## config.mk

```make
export PLATFORM = sky130hd
export DESIGN_NAME = capture_timer
export DESIGN_NICKNAME = d
export VERILOG_FILES = /design/src/rtl/cap_tmr_pkg.sv /design/src/rtl/cap_tmr_edge.sv /design/src/rtl/cap_tmr_count.sv /design/src/rtl/cap_tmr_latch.sv /design/src/rtl/cap_tmr_regs.sv /design/src/rtl/capture_timer.sv
export SDC_FILE = /design/constraint.sdc
export NUM_CORES = 1
export LEC_CHECK = 0
export BUFFER_PORTS_ARGS = -buffer_cell sky130_fd_sc_hd__clkbuf_2
export CORE_AREA = 2 2 94 96
export CTS_BUF_LIST = sky130_fd_sc_hd__clkbuf_8
export DETAILED_ROUTE_END_ITERATION = 8
export DIE_AREA = 0 0 96 98
export PLACE_DENSITY = 0.95
export RECOVER_POWER = 100
export SYNTH_ARGS = -nofsm -noshare
export SYNTH_HDL_FRONTEND = slang
export SYNTH_SLANG_ARGS = --single-unit
```

## constraint.sdc

```tcl
create_clock -name clk -period 7.3 [get_ports clk]
set_input_delay 0.365 -clock clk [delete_from_list [all_inputs] [get_ports clk]]
set_output_delay 0.365 -clock clk [all_outputs]
set_load 0.05 [all_outputs]
```

## src/rtl/cap_tmr_pkg.sv

```systemverilog
package cap_tmr_pkg;
  // capture control field order: bit3 enable, bit2 irq enable, bit1 fall, bit0 rise
  typedef struct packed {
    logic cap_on;
    logic int_on;
    logic fall_on;
    logic rise_on;
  } cap_ctrl_t;

  localparam int unsigned CTRL_W    = 4;
  localparam logic [7:0]  OFS_RUN   = 8'h04;
  localparam logic [7:0]  OFS_CNT   = 8'h08;
  localparam logic [7:0]  OFS_MATCH = 8'h18;
  localparam logic [7:0]  OFS_CTRL  = 8'h28;
  localparam logic [7:0]  OFS_CAP   = 8'h2C;
  localparam logic [7:0]  OFS_IRQ   = 8'h34;
endpackage

```

## src/rtl/cap_tmr_edge.sv

```systemverilog
module cap_tmr_edge #(
  parameter int unsigned STAGES = 2
) (
  input  logic clk,
  input  logic rst_n,
  input  logic pin,
  output logic rise,
  output logic fall
);
  logic [STAGES-1:0] sync_q, sync_d;
  logic              hist_q, hist_d;

  assign sync_d[0] = pin;
  generate
    for (genvar i = 1; i < STAGES; i++) begin : g_chain
      assign sync_d[i] = sync_q[i-1];
    end
  endgenerate

  always_comb hist_d = sync_q[STAGES-1];

  always_ff @(posedge clk or negedge rst_n) begin
    if (!rst_n) begin
      sync_q <= '0;
      hist_q <= 1'b0;
    end else begin
      sync_q <= sync_d;
      hist_q <= hist_d;
    end
  end

  assign rise = sync_q[STAGES-1] & ~hist_q;
  assign fall = ~sync_q[STAGES-1] & hist_q;
endmodule

```

## src/rtl/cap_tmr_count.sv

```systemverilog
module cap_tmr_count #(
  parameter int unsigned DW = 32
) (
  input  logic          clk,
  input  logic          rst_n,
  input  logic          run,
  input  logic          ld,
  input  logic [DW-1:0] ld_val,
  output logic [DW-1:0] cnt
);
  localparam logic [DW-1:0] ONE = {{(DW-1){1'b0}}, 1'b1};

  logic [DW-1:0] cnt_q, cnt_d;
  logic          cnt_en;

  always_comb begin
    cnt_en = ld | run;
    cnt_d  = ld ? ld_val : cnt_q + ONE;
  end

  always_ff @(posedge clk or negedge rst_n) begin
    if (!rst_n)      cnt_q <= '0;
    else if (cnt_en) cnt_q <= cnt_d;
  end

  assign cnt = cnt_q;
endmodule

```

## src/rtl/cap_tmr_latch.sv

```systemverilog
module cap_tmr_latch
  import cap_tmr_pkg::*;
#(
  parameter int unsigned DW = 32
) (
  input  logic          clk,
  input  logic          rst_n,
  input  cap_ctrl_t     ctrl,
  input  logic          rise,
  input  logic          fall,
  input  logic [DW-1:0] cnt,
  input  logic          clr,
  output logic [DW-1:0] cap,
  output logic          irq,
  output logic          evt
);
  logic [DW-1:0] cap_q, cap_d;
  logic          irq_q, irq_d;
  logic          irq_set;

  always_comb begin
    evt     = ctrl.cap_on & ((rise & ctrl.rise_on) | (fall & ctrl.fall_on));
    irq_set = evt & ctrl.int_on;
    cap_d   = cnt;
    // a new capture outranks a clear in the same cycle
    if (irq_set)  irq_d = 1'b1;
    else if (clr) irq_d = 1'b0;
    else          irq_d = irq_q;
  end

  always_ff @(posedge clk or negedge rst_n) begin
    if (!rst_n)   cap_q <= '0;
    else if (evt) cap_q <= cap_d;
  end

  always_ff @(posedge clk or negedge rst_n) begin
    if (!rst_n) irq_q <= 1'b0;
    else        irq_q <= irq_d;
  end

  assign cap = cap_q;
  assign irq = irq_q;
endmodule

```

## src/rtl/cap_tmr_regs.sv

```systemverilog
module cap_tmr_regs
  import cap_tmr_pkg::*;
#(
  parameter int unsigned DW = 32,
  parameter int unsigned AW = 8
) (
  input  logic          clk,
  input  logic          rst_n,
  input  logic          bus_en,
  input  logic          bus_we,
  input  logic [AW-1:0] bus_addr,
  input  logic [DW-1:0] bus_wdata,
  output logic [DW-1:0] bus_rdata,
  input  logic [DW-1:0] cnt,
  input  logic [DW-1:0] cap,
  input  logic          irq,
  output logic          run,
  output cap_ctrl_t     ctrl,
  output logic          cnt_ld,
  output logic          irq_clr
);
  localparam int unsigned   IW      = AW - 2;
  localparam logic [AW-1:0] A_RUN   = AW'(OFS_RUN);
  localparam logic [AW-1:0] A_CNT   = AW'(OFS_CNT);
  localparam logic [AW-1:0] A_MATCH = AW'(OFS_MATCH);
  localparam logic [AW-1:0] A_CTRL  = AW'(OFS_CTRL);
  localparam logic [AW-1:0] A_CAP   = AW'(OFS_CAP);
  localparam logic [AW-1:0] A_IRQ   = AW'(OFS_IRQ);
  localparam logic [IW-1:0] W_RUN   = A_RUN[AW-1:2];
  localparam logic [IW-1:0] W_CNT   = A_CNT[AW-1:2];
  localparam logic [IW-1:0] W_MATCH = A_MATCH[AW-1:2];
  localparam logic [IW-1:0] W_CTRL  = A_CTRL[AW-1:2];
  localparam logic [IW-1:0] W_CAP   = A_CAP[AW-1:2];
  localparam logic [IW-1:0] W_IRQ   = A_IRQ[AW-1:2];

  logic [IW-1:0] widx;
  logic          hit, wr;
  logic          run_q, run_d;
  cap_ctrl_t     ctrl_q, ctrl_d;
  logic [DW-1:0] match_q, match_d;
  logic [DW-1:0] rd_mux;

  always_comb begin
    widx = bus_addr[AW-1:2];
    hit  = bus_en & (bus_addr[1:0] == 2'b00);
    wr   = hit & bus_we;
  end

  always_comb begin
    run_d   = run_q;
    ctrl_d  = ctrl_q;
    match_d = match_q;
    if (wr && widx == W_RUN)   run_d   = bus_wdata[0];
    if (wr && widx == W_CTRL)  ctrl_d  = cap_ctrl_t'(bus_wdata[CTRL_W-1:0]);
    if (wr && widx == W_MATCH) match_d = bus_wdata;
  end

  always_ff @(posedge clk or negedge rst_n) begin
    if (!rst_n) begin
      run_q   <= 1'b0;
      ctrl_q  <= '0;
      match_q <= '0;
    end else begin
      run_q   <= run_d;
      ctrl_q  <= ctrl_d;
      match_q <= match_d;
    end
  end

  assign cnt_ld  = wr && (widx == W_CNT);
  assign irq_clr = wr && (widx == W_IRQ) && bus_wdata[0];
  assign run     = run_q;
  assign ctrl    = ctrl_q;

  always_comb begin
    case (widx)
      W_RUN:   rd_mux = {{(DW-1){1'b0}}, run_q};
      W_CNT:   rd_mux = cnt;
      W_MATCH: rd_mux = match_q;
      W_CTRL:  rd_mux = {{(DW-CTRL_W){1'b0}}, ctrl_q};
      W_CAP:   rd_mux = cap;
      W_IRQ:   rd_mux = {{(DW-1){1'b0}}, irq};
      default: rd_mux = '0;
    endcase
    bus_rdata = (hit && !bus_we) ? rd_mux : '0;
  end
endmodule

```

## src/rtl/capture_timer.sv

```systemverilog
module capture_timer
  import cap_tmr_pkg::*;
#(
  parameter int unsigned DW          = 32,
  parameter int unsigned AW          = 8,
  parameter int unsigned SYNC_STAGES = 2
) (
  input  logic          clk,
  input  logic          rst_n,
  input  logic          bus_en,
  input  logic          bus_we,
  input  logic [AW-1:0] bus_addr,
  input  logic [DW-1:0] bus_wdata,
  output logic [DW-1:0] bus_rdata,
  input  logic          cap_pin,
  output logic          irq_out
);
  logic [1:0]    rs_q, rs_d;
  logic          rst_sync_n;
  logic          run, cnt_ld, irq_clr;
  cap_ctrl_t     ctrl;
  logic [DW-1:0] cnt, cap;
  logic          irq, evt, rise, fall;

  // reset asserts at once, releases two clocks later
  always_comb rs_d = {rs_q[0], 1'b1};

  always_ff @(posedge clk or negedge rst_n) begin
    if (!rst_n) rs_q <= 2'b00;
    else        rs_q <= rs_d;
  end

  assign rst_sync_n = rs_q[1];

  cap_tmr_edge #(.STAGES(SYNC_STAGES)) u_edge (
    .clk(clk), .rst_n(rst_sync_n), .pin(cap_pin), .rise(rise), .fall(fall)
  );

  cap_tmr_count #(.DW(DW)) u_count (
    .clk(clk), .rst_n(rst_sync_n), .run(run), .ld(cnt_ld),
    .ld_val(bus_wdata), .cnt(cnt)
  );

  cap_tmr_latch #(.DW(DW)) u_latch (
    .clk(clk), .rst_n(rst_sync_n), .ctrl(ctrl), .rise(rise), .fall(fall),
    .cnt(cnt), .clr(irq_clr), .cap(cap), .irq(irq), .evt(evt)
  );

  cap_tmr_regs #(.DW(DW), .AW(AW)) u_regs (
    .clk(clk), .rst_n(rst_sync_n), .bus_en(bus_en), .bus_we(bus_we),
    .bus_addr(bus_addr), .bus_wdata(bus_wdata), .bus_rdata(bus_rdata),
    .cnt(cnt), .cap(cap), .irq(irq), .run(run), .ctrl(ctrl),
    .cnt_ld(cnt_ld), .irq_clr(irq_clr)
  );

  assign irq_out = irq;
endmodule

```

==> impl_metrics.py, run 1 <==
metrics = {
    "run_status": {
        "status": "complete, but fails checks",
        "violations": "capacitance limit, slew limit",
    },
    "hold_path": {
        "hold-path-endpoint": "u_edge.sync_q[0]",
        "min_path_cells": 1,
        "min_path_type": "input port to flop",
        "hp-start": "cap_pin",
    },
    "drt": {
        "wl_um": 12400,
        "wl_per_cell_um": 19.2,
        "ant_nets": 0,
        "via_count": 4129,
        "drc_errors": 0,
        "drt_iter0_drc": 562,
        "avgViaCountPerCell": 6.39,
        "drtPass1Iterations": 9,
    },
    "worst_setup_path": {
        "crit_family": "simple AND/OR/NAND/NOR gates",
        "r2r-end": "u_latch.cap[12]",
        "worstReg2RegStart": "u_regs.ctrl[1]",
        "slowest_delay_ns": 1.70,
        "worst-path-buf-inv": 2,
        "cp_max_fo": 62,
        "cp_slowest_cell": "nand2_1",
        "required_ns": 7.44,
        "crit_path_frequent_cell": "clkbuf_1",
        "r2r_cells": 5,
        "cp.arrival_ns": 4.84,
        "crit_path_end_kind": "flop",
        "critPathLaunchType": "input port",
        "cp.depth": 7,
        "r2r_setup_slack_ns": 4.57,
        "crit_type": "input port to flop",
        "path_cells": "clkbuf_1, or4_1, nor2_2, clkbuf_1, nand2_1, nor2_1, a21oi_1",
    },
    "floorplan": {
        "die_w_um": 96,
        "core-area_um2": 8470,
        "start_util_pct": 61.4,
        "io_pins": 78,
        "num_rows": 34,
        "die_y_um": 98,
        "die-area_um2": 9410,
    },
    "final_layout": {
        "drive_gt1_share_pct": 25.3,
        "fin_util_pct": 68.3,
        "fillers": 603,
        "antenna_cells": 0,
        "post_layout_nonfiller_instances": 646,
        "areaGrowthSynthToFinish_pct": 11.2,
        "fin_area_um2": 5780,
        "fin_nets": 580,
    },
    "global_routing": {
        "track_usage_pct": 27.9,
        "antenna_found_initial": 0,
        "grt_max_degree": 63,
        "grt_pass1_vias": 4193,
        "overflow": 0,
        "grt_pass1_wl_um": 20300,
    },
    "sta": {
        "rsz0062_at_grt": "false",
        "tightestPinTransition_ns": 2.07,
        "hold_viol": 0,
        "finalSetupTns_ns": 0,
        "post-route-period-util_pct": 64.3,
        "skew_ns": 0.00872,
        "final_max_slew_viol_count": 254,
        "layout_setup_ws_ns": 2.60,
        "fmax_mhz": 213,
        "timing.final.crit_period_ns": 4.70,
        "slew-limit-headroom_pct": -37.9,
        "setup-violations-final": 0,
    },
    "yosys": {
        "yosys-top-cells-area": "dfrtp_1 (52%), mux2_2 (15%), a222oi_1 (5.8%), nor2_1 (4.8%), xnor2_1 (3.7%)",
        "yosysWarnings": 0,
        "ys.flop_type": "dfrtp_1",
        "synth_area_per_cell_um2": 11.1,
        "ys_types": 43,
        "ys_ff_latch": 107,
        "synth.net_count": 515,
        "synthArstFlopShare_pct": 100,
        "yosysTopAreaCellShare_pct": 51.5,
        "yosysTopAreaCell": "dfrtp_1",
        "synth_edf_count": 0,
        "netlist_area_um2": 5190,
        "seq_area_frac_synth_pct": 51.5,
        "syn_inst": 469,
    },
    "place": {
        "placedInstanceArea_um2": 5660,
        "dpl.hpwl_um": 8080,
        "gp_congestion": 0.880,
        "dp.cells": 630,
        "io_buffers": 77,
        "dpl_worst_slack_ns": 4.32,
    },
    "clock_tree": {
        "cts.clk_slew.worst_paths_ns": 0.09,
        "cts_sinks": 107,
        "root_buffer": "clkbuf_8",
        "clk_path_buf_depth": 2,
        "cts_repair_resize_count": 0,
        "htree_levels": 3,
        "cts_inserted_buffers": 9,
        "insertion_delay_ns": 0.37,
        "tritoncts": "yes",
    },
    "power_and_ir_drop": {
        "p_leak_nw": 2.47,
        "ir_worst_vdd_mv": 0.126,
        "pwr_density_cell_nw_per_um2": 214,
    },
    "job": {
        "max-cap-violations": 6,
    },
}
==> per-layer routing <==
layer  vias up  track usage, %  wire length (µm)
met4         0            10.7               334
met1      2038            37.1              5030
li1       1851               -                 -
met3        39            5.63               860
met5         -               0                 0
met2       201            45.0              6170
==> registers in the layout, indices dropped and copies added, names as in the netlist <==
name            count
u_edge.hist_q       1
rs_q                2
u_count.cnt        32
u_latch.cap        32
u_latch.irq         1
u_regs.match_q     32
u_regs.run          1
u_edge.sync_q       2
u_regs.ctrl         4
==> layout make-up <==
cell class | instances | area (µm²) | share of cell area (%)
inverters | 3 | 11.3 | 0.195
well taps | 108 | 135 | 2.34
multi-input cells | 329 | 2380 | 41.2
clock buffers | 10 | 138 | 2.38
clock inverters | 5 | 55.1 | 0.953
repair buffers | 84 | 380 | 6.58
flip-flops and latches | 107 | 2680 | 46.3
==> cell families (layout without fill, tap and decap cells) <==
| kind of cell | count (synthesis) | count (layout) | synth area share, % |
|---|---|---|---|
| AO/OA/AOI/OAI | 77 | 77 | 10.8 |
| XOR/XNOR | 31 | 31 | 5.23 |
| adder cells (fa/ha/maj) | 1 | 1 | 0.241 |
| buffers and inverters | 33 | 102 | 2.60 |
| flip-flops | 107 | 107 | 51.5 |
| multiplexers | 69 | 69 | 14.9 |
| other | 1 | 1 | 0.0722 |
| AND/OR/NAND/NOR | 150 | 150 | 14.6 |
==> through the flow <==
step | power [W] | hold slack (ns)
floorplan | 0.000819 | 0.0694
global placement | 0.000861 | 0.153
detailed placement | 0.000875 | 0.154
CTS | 0.00123 | 0.0892
global route | 0.00128 | 0.0858
finish | 0.00123 | 0.0967
==> timing repair <==
item	4_1_cts	5_1_grt
buffers inserted	0	0
hold buffers	1	0
hold endpoints to repair	2	0
==> cells in the mapped netlist, drive strengths merged (2+ instances only) <==
| cell type | number |
|---|---|
| mux2 | 68 |
| nor4 | 7 |
| xnor2 | 22 |
| a21oi | 34 |
| and3 | 2 |
| nor3 | 11 |
| nand4 | 8 |
| and4 | 3 |
| or4 | 4 |
| nand3 | 15 |
| nand2 | 22 |
| inv | 3 |
| buf | 7 |
| nor2b | 2 |
| o21ai | 5 |
| dfrtp | 107 |
| nand2b | 3 |
| nor2 | 67 |
| a222oi | 30 |
| xor2 | 9 |
| a22oi | 6 |
| clkbuf | 23 |
==> worst max-delay path by stage <==
stage                      startpoint         endpoint  slack (ns)
after floorplan               rs_q[1]   u_count.cnt[0]        4.10
after global placement    bus_addr[1]     bus_rdata[1]        4.40
after detailed placement  bus_addr[1]     bus_rdata[1]        4.32
after CTS                 bus_addr[1]     bus_rdata[1]        4.32
after global routing      bus_addr[5]  u_count.cnt[18]        2.37
final                     bus_addr[5]  u_count.cnt[18]        2.60
==> where the power goes <==
part	switching (W)	internal, W	total (W)
registers	0.0000690	0.000632	0.000701
logic	0.0000985	0.0000709	0.000169
clock network	0.000199	0.000165	0.000365
total	0.000367	0.000868	0.00123
==> worst reg2reg max path: cells and delay by family (launching register included) <==
family / cells / cell delay, ns
buffers and inverters: 1 / 1.45
multiplexers: 1 / 0.49
flip-flops: 1 / 0.41
AND/OR/NAND/NOR: 2 / 0.17
AO/OA/AOI/OAI: 1 / 0.11
==> layout by cell type (no fill, tap or decap), types with 2 or more instances in the layout <==
master,instances
nor3_2,3
nor3_1,8
nor2b_1,2
inv_1,4
mux2_2,68
nand2b_1,3
xnor2_1,22
nand2_1,22
nor4_1,6
clkbuf_8,10
xor2_1,9
clkbuf_1,40
clkbuf_2,41
dfrtp_1,107
a21oi_1,34
or4_4,2
or4_1,2
and4_1,2
a22oi_1,6
nand3_1,15
nor2_1,66
buf_4,2
o21ai_0,5
a222oi_1,30
and3_1,2
nand4_1,7
Note: power is estimated with default switching activity, not from simulation.
==> inputs of run 2 (changes only) <==
--- a/config.mk
+++ b/config.mk
@@ -5,12 +5,13 @@
 export SDC_FILE = /design/constraint.sdc
 export NUM_CORES = 1
 export LEC_CHECK = 0
+export ABC_AREA = 1
 export BUFFER_PORTS_ARGS = -buffer_cell sky130_fd_sc_hd__clkbuf_2
-export CORE_AREA = 2 2 94 96
+export CORE_AREA = 2 2 109 111
 export CTS_BUF_LIST = sky130_fd_sc_hd__clkbuf_8
 export DETAILED_ROUTE_END_ITERATION = 8
-export DIE_AREA = 0 0 96 98
-export PLACE_DENSITY = 0.95
+export DIE_AREA = 0 0 111 113
+export PLACE_DENSITY = 0.89
 export RECOVER_POWER = 100
 export SYNTH_ARGS = -nofsm -noshare
 export SYNTH_HDL_FRONTEND = slang
==> constraint.sdc (replaced) <==
create_clock -name clk -period 4.1 [get_ports clk]
set_input_delay 0.205 -clock clk [delete_from_list [all_inputs] [get_ports clk]]
set_output_delay 0.205 -clock clk [all_outputs]
set_load 0.05 [all_outputs]
==> impl_metrics.py, run 2 <==
metrics = {
    "yosys": {
        "seq_area_frac_synth_pct": 43.4,
        "yosys-top-cells-area": "dfrtp_1 (43%), nand2_1 (21%), inv_1 (6.9%), nand3_1 (6.7%), nor2_1 (5.0%)",
        "synth_compound_area_share_pct": 9.84,
        "yosysTopAreaCellShare_pct": 43.4,
        "netlist_area_um2": 6170,
        "synth_top_family_by_area": "simple AND/OR/NAND/NOR gates",
        "synth_xor_area_share_pct": 0.568,
        "ys.flop_type": "dfrtp_1",
        "synth_adder_area_share_pct": 0.203,
        "synthMuxAreaShare_pct": 0,
        "ys_ff_latch": 107,
        "yosysMostFrequentCell": "nand2_1",
        "yosysWarnings": 0,
        "synth.net_count": 956,
        "ys_types": 28,
        "synth_area_per_cell_um2": 6.78,
        "synth_top_cells_by_count": "nand2_1 (349), inv_1 (113), dfrtp_1 (107), nand3_1 (82), nor2_1 (82)",
        "synth-simple-area-share_pct": 35.8,
        "synthArstFlopShare_pct": 100,
        "syn_inst": 910,
        "synth_edf_count": 0,
        "yosysTopAreaCell": "dfrtp_1",
    },
    "sta": {
        "slew-limit-headroom_pct": -40.6,
        "tightestPinTransition_ns": 2.11,
        "hold_viol": 0,
        "skew_ns": 0.0139,
        "fmax_mhz": 353,
        "timing.final.crit_period_ns": 2.83,
        "post-route-period-util_pct": 69.1,
        "setup-violations-final": 0,
        "rsz0062_at_grt": "false",
        "finalSetupTns_ns": 0,
        "final_max_slew_viol_count": 82,
    },
    "power_and_ir_drop": {
        "p_leak_nw": 3.36,
        "power.total_w": 0.00203,
        "ir_worst_vdd_mv": 0.148,
        "pwr_density_cell_nw_per_um2": 301,
    },
    "place": {
        "dp.cells": 1099,
        "io_buffers": 77,
        "placedInstanceArea_um2": 6580,
        "dpl.hpwl_um": 11000,
        "gp_congestion": 0.943,
    },
    "hold_path": {
        "min_path_type": "input port to flop",
    },
    "global_routing": {
        "track_usage_pct": 26.1,
        "grt_pass1_wl_um": 26700,
        "overflow": 0,
        "grt_pass1_vias": 5639,
        "grt_max_degree": 78,
        "antenna_found_initial": 0,
    },
    "drt": {
        "ant_nets": 0,
        "drtPass1Iterations": 5,
        "avgViaCountPerCell": 5.42,
        "wl_per_cell_um": 14.0,
        "drc_errors": 0,
        "wl_um": 15600,
        "drt_iter0_drc": 515,
        "via_count": 6057,
    },
    "floorplan": {
        "core-area_um2": 11300,
        "die-area_um2": 12500,
        "num_rows": 39,
        "io_pins": 78,
        "die_w_um": 111,
        "die_y_um": 113,
        "start_util_pct": 54.7,
    },
    "worst_setup_path": {
        "crit_type": "input port to output port",
        "required_ns": 3.89,
        "crit_path_end_kind": "output port",
        "cp_max_fo": 30,
        "critPathLaunchType": "input port",
        "cp.arrival_ns": 2.63,
    },
    "job": {
        "max-cap-violations": 2,
    },
    "final_layout": {
        "fin_area_um2": 6740,
        "drive_gt1_share_pct": 7.29,
        "final_cell_mix": "nand2_1 (352), inv_1 (115), dfrtp_1 (106)",
        "final_common_cell": "nand2_1",
        "multi_input_area_um2": 2850,
        "seqCellArea_um2": 2680,
        "fin_util_pct": 59.8,
        "fin_nets": 1015,
        "post_layout_nonfiller_instances": 1117,
        "fillers": 1046,
        "antenna_cells": 0,
        "areaGrowthSynthToFinish_pct": 9.27,
    },
    "clock_tree": {
        "tritoncts": "yes",
        "clk_path_buf_depth": 2,
        "post_cts_buffers": 0,
        "insertion_delay_ns": 0.39,
        "root_buffer": "clkbuf_8",
        "cts_inserted_buffers": 9,
        "ctsHoldBuffers": 2,
        "cts.clk_slew.worst_paths_ns": 0.11,
        "htree_levels": 3,
        "cts_repair_resize_count": 0,
        "cts_sinks": 107,
    },
    "run_status": {
        "status": "complete, but fails checks",
        "violations": "capacitance limit, slew limit",
    },
}
run 2: cell types whose count changed after synthesis, moves of 13 or more:
cell / change
nand3_1: +67
a21oi_1: -28
buf_2: +13
o21ai_0: +56
nand2_1: +327
mux2_2: -68
o211ai_1: +24
xnor2_1: -21
nor2_1: +16
a222oi_1: -30
inv_1: +110
o21ai_1: +17
run 2: per-layer routing:
layer  track usage (%)  share of wire [%]  wire length [µm]
met1              35.1                 45              6950
met5                 0                  0                 0
met3              4.82                6.9              1070
met2              42.7                 46              7160
met4              9.75                2.7               425
run 2: path summary, 6_finish.rpt:
check | from | endpoint | slack, ns | cells past startpoint
max | bus_addr[2] | bus_rdata[17] | 1.27 | 9
max in group asynchronous | rs_q[1] | u_regs.match_q[12] | 1.61 | 1
min | bus_wdata[26] | u_regs.match_q[26] | 0.06 | 3
max reg2reg | u_edge.hist_q | u_latch.cap[20] | 1.38 | 7
min in group asynchronous | rst_n | rs_q[1] | 0.12 | 2
min reg2reg | rs_q[0] | rs_q[1] | 0.36 | 0
run 2: cell type report:
cell class / count / area share (%)
flip-flops and latches: 107 / 39.8
inverters: 116 / 6.46
clock buffers: 11 / 2.25
multi-input cells: 652 / 42.3
repair buffers: 83 / 5.68
clock inverters: 5 / 0.891
well taps: 143 / 2.66
run 2: logic make-up (layout without fill, tap and decap cells):
group / Yosys count / count (layout)
fa+ha+maj: 1 / 1
simple gates: 537 / 537
xor+xnor: 4 / 4
compound gates: 109 / 109
flops: 107 / 107
buf+inv: 151 / 215
other cells: 1 / 1
run 2: stage by stage:
stage | hold slack [ns] | setup WS [ns]
final | 0.0621 | 1.27
after global routing | 0.0710 | 0.932
after CTS | 0.0606 | 1.88
after detailed placement | -0.00552 | 1.83
after global placement | -0.00874 | 1.92
after floorplan | -0.0906 | 0.899
run 2: critical path, stage by stage:
cell and delay (ns):
clkbuf_2 0.09, inv_1 0.06, nand2_1 0.11, nor2_1 0.24, nand2_1 0.77, o211ai_1 0.53, nand2_1 0.10, inv_1 0.07
clkbuf_1 0.46
run 2: report_power, final:
part	total [W]	switching (W)	internal (W)
logic	0.000170	0.000109	0.0000608
registers	0.00116	0.0000660	0.00110
clock network	0.000694	0.000376	0.000319
total	0.00203	0.000551	0.00147
==> inputs of run 3 (changes only) <==
--- a/config.mk
+++ b/config.mk
@@ -5,13 +5,13 @@
 export SDC_FILE = /design/constraint.sdc
 export NUM_CORES = 1
 export LEC_CHECK = 0
-export ABC_AREA = 1
+export ABC_AREA = 0
 export BUFFER_PORTS_ARGS = -buffer_cell sky130_fd_sc_hd__clkbuf_2
-export CORE_AREA = 2 2 109 111
+export CORE_AREA = 2 2 97 99
 export CTS_BUF_LIST = sky130_fd_sc_hd__clkbuf_8
 export DETAILED_ROUTE_END_ITERATION = 8
-export DIE_AREA = 0 0 111 113
-export PLACE_DENSITY = 0.89
+export DIE_AREA = 0 0 99 101
+export PLACE_DENSITY = 0.91
 export RECOVER_POWER = 100
 export SYNTH_ARGS = -nofsm -noshare
 export SYNTH_HDL_FRONTEND = slang
==> constraint.sdc (replaced) <==
create_clock -name clk -period 2.9 [get_ports clk]
set_input_delay 0.145 -clock clk [delete_from_list [all_inputs] [get_ports clk]]
set_output_delay 0.145 -clock clk [all_outputs]
set_load 0.05 [all_outputs]
==> impl_metrics.py, run 3 (synthesized netlist as in run 1, its figures left out) <==
metrics = {
    "run_status": {
        "status": "complete, but fails checks",
        "violations": "capacitance limit, slew limit",
    },
    "sta": {
        "finalSetupTns_ns": 0,
        "layout_setup_ws_ns": 0.261,
        "tightestPinTransition_ns": 1.58,
        "slew-limit-headroom_pct": -5.16,
        "skew_ns": 0.0122,
        "timing.final.crit_period_ns": 2.64,
        "setup-violations-final": 0,
        "hold_viol": 0,
        "post-route-period-util_pct": 91.0,
        "final_max_slew_viol_count": 75,
        "fmax_mhz": 379,
        "rsz0062_at_grt": "false",
    },
    "final_layout": {
        "final_cell_mix": "dfrtp_1 (106), nor2_1 (67), mux2_2 (67)",
        "fin_area_um2": 5880,
        "fin_nets": 590,
        "antenna_cells": 0,
        "areaGrowthSynthToFinish_pct": 13.2,
        "fillers": 639,
        "drive_gt1_share_pct": 29.7,
        "final_common_cell": "dfrtp_1",
    },
    "place": {
        "io_buffers": 77,
        "dpl.hpwl_um": 8600,
        "dpl_worst_slack_ns": 0.622,
        "placedInstanceArea_um2": 5740,
        "gp_congestion": 0.827,
    },
    "global_routing": {
        "grt_max_degree": 75,
        "antenna_found_initial": 0,
        "track_usage_pct": 25.9,
        "overflow": 0,
        "grt_pass1_wl_um": 20500,
        "grt_pass1_vias": 4261,
    },
    "worst_setup_path": {
        "crit_type": "input port to output port",
        "crit_path_end_kind": "output port",
        "cp.depth": 7,
        "required_ns": 2.76,
        "path_cells": "clkbuf_1, or4_1, nor2_1, buf_4, a222oi_1, nor2_1, clkbuf_1",
        "r2r_cells": 5,
        "cp_slowest_cell": "nor2_1",
        "critPathLaunchType": "input port",
        "slowest_delay_ns": 0.59,
        "startpoint": "bus_addr[4]",
        "worst-path-buf-inv": 3,
        "crit_family": "simple AND/OR/NAND/NOR gates",
        "cp_max_fo": 12,
        "r2r_setup_slack_ns": 0.59,
        "endpoint": "bus_rdata[24]",
        "cp.arrival_ns": 2.49,
        "worstReg2RegStart": "u_count.cnt[13]",
        "r2r-end": "u_count.cnt[25]",
    },
    "job": {
        "max-cap-violations": 1,
    },
    "drt": {
        "drc_errors": 0,
        "drt_iter0_drc": 427,
        "wl_per_cell_um": 19.2,
        "avgViaCountPerCell": 6.34,
        "drtPass1Iterations": 8,
        "ant_nets": 0,
        "via_count": 4186,
        "wl_um": 12700,
    },
    "clock_tree": {
        "cts.clk_slew.worst_paths_ns": 0.10,
        "tritoncts": "yes",
        "post_cts_buffers": 0,
        "htree_levels": 3,
        "clk_path_buf_depth": 2,
        "cts_repair_resize_count": 0,
        "cts_inserted_buffers": 9,
        "cts_sinks": 107,
        "root_buffer": "clkbuf_8",
        "insertion_delay_ns": 0.37,
    },
    "power_and_ir_drop": {
        "ir_worst_vdd_mv": 0.274,
        "p_leak_nw": 2.58,
        "pwr_density_cell_nw_per_um2": 520,
    },
    "floorplan": {
        "die_w_um": 99,
        "num_rows": 35,
        "die-area_um2": 10000,
        "start_util_pct": 57.9,
        "io_pins": 78,
        "die_y_um": 101,
        "core-area_um2": 8980,
    },
    "hold_path": {
        "min_path_type": "input port to flop",
    },
}
## run 3: cell types whose count changed in the layout (fill, tap and decap cells not counted), sizes merged, moves of 22 or more
cell    delta
nand2    -332
inv      -114
o21ai     -73
mux2      +68
nand3     -67
a222oi    +30
a21oi     +28
o211ai    -24
nor2      -22
## run 3: layout make-up
cell class / count / area (µm²) / area share, %
Clock buffer: 12 / 165 / 2.81
Clock inverter: 4 / 25.0 / 0.425
Inverter: 3 / 11.3 / 0.191
Multi-Input combinational cell: 329 / 2380 / 40.4
Sequential cell: 107 / 2680 / 45.5
Tap cell: 111 / 139 / 2.36
Timing Repair Buffer: 94 / 485 / 8.25
## run 3: power breakdown
group	leakage, nW	internal [W]	switching (W)
clock	0.0998	0.000380	0.000486
combinational	1.14	0.000179	0.000241
sequential	1.34	0.00159	0.000182
## run 3: worst reg2reg max path, delay by kind of cell (launching register included)
kind | cells | cell delay (ns)
XOR/XNOR | 1 | 0.21
AO/OA/AOI/OAI | 1 | 0.10
flip-flops | 1 | 0.50
AND/OR/NAND/NOR | 3 | 1.34
## run 3: through the flow
stage / instances / power, W / utilization, % / hold WS [ns]
after floorplan: 469 / 0.00206 / - / -0.151
after global placement: 642 / 0.00217 / 63.9 / -0.0687
after detailed placement: 642 / 0.00221 / 63.9 / -0.0677
after CTS: 660 / 0.00307 / 66.3 / 0.0200
after global routing: 660 / 0.00319 / 65.5 / 0.0264
final: 660 / 0.00306 / 65.5 / 0.0203
## run 3: worst min-delay path by stage
stage	startpoint	to	slack [ns]	cells past startpoint
6_report	bus_wdata[18]	u_regs.match_q[18]	0.02	2
5_1_grt	bus_wdata[14]	u_regs.match_q[14]	0.03	2
4_1_cts	bus_wdata[18]	u_regs.match_q[18]	0.02	2
3_5_place_dp	rst_n	rs_q[0]	-0.07	1
3_3_place_gp	rst_n	rs_q[0]	-0.07	1
2_1_floorplan	rst_n	rs_q[0]	-0.15	0
## run 3: what timing repair did
action | in CTS | in global routing
endpoints found under the setup margin | 0 | 0
hold buffers | 2 | 0
endpoints found under the hold margin | 3 | 0
## run 3: layer usage
metal / wire [µm] / vias up / global-route usage (%)
li1: - / 1872 / -
met3: 955 / 37 / 4.58
met5: 0 / - / 0
met1: 4980 / 2044 / 33.3
met4: 329 / 0 / 11.7
met2: 6430 / 233 / 43.3
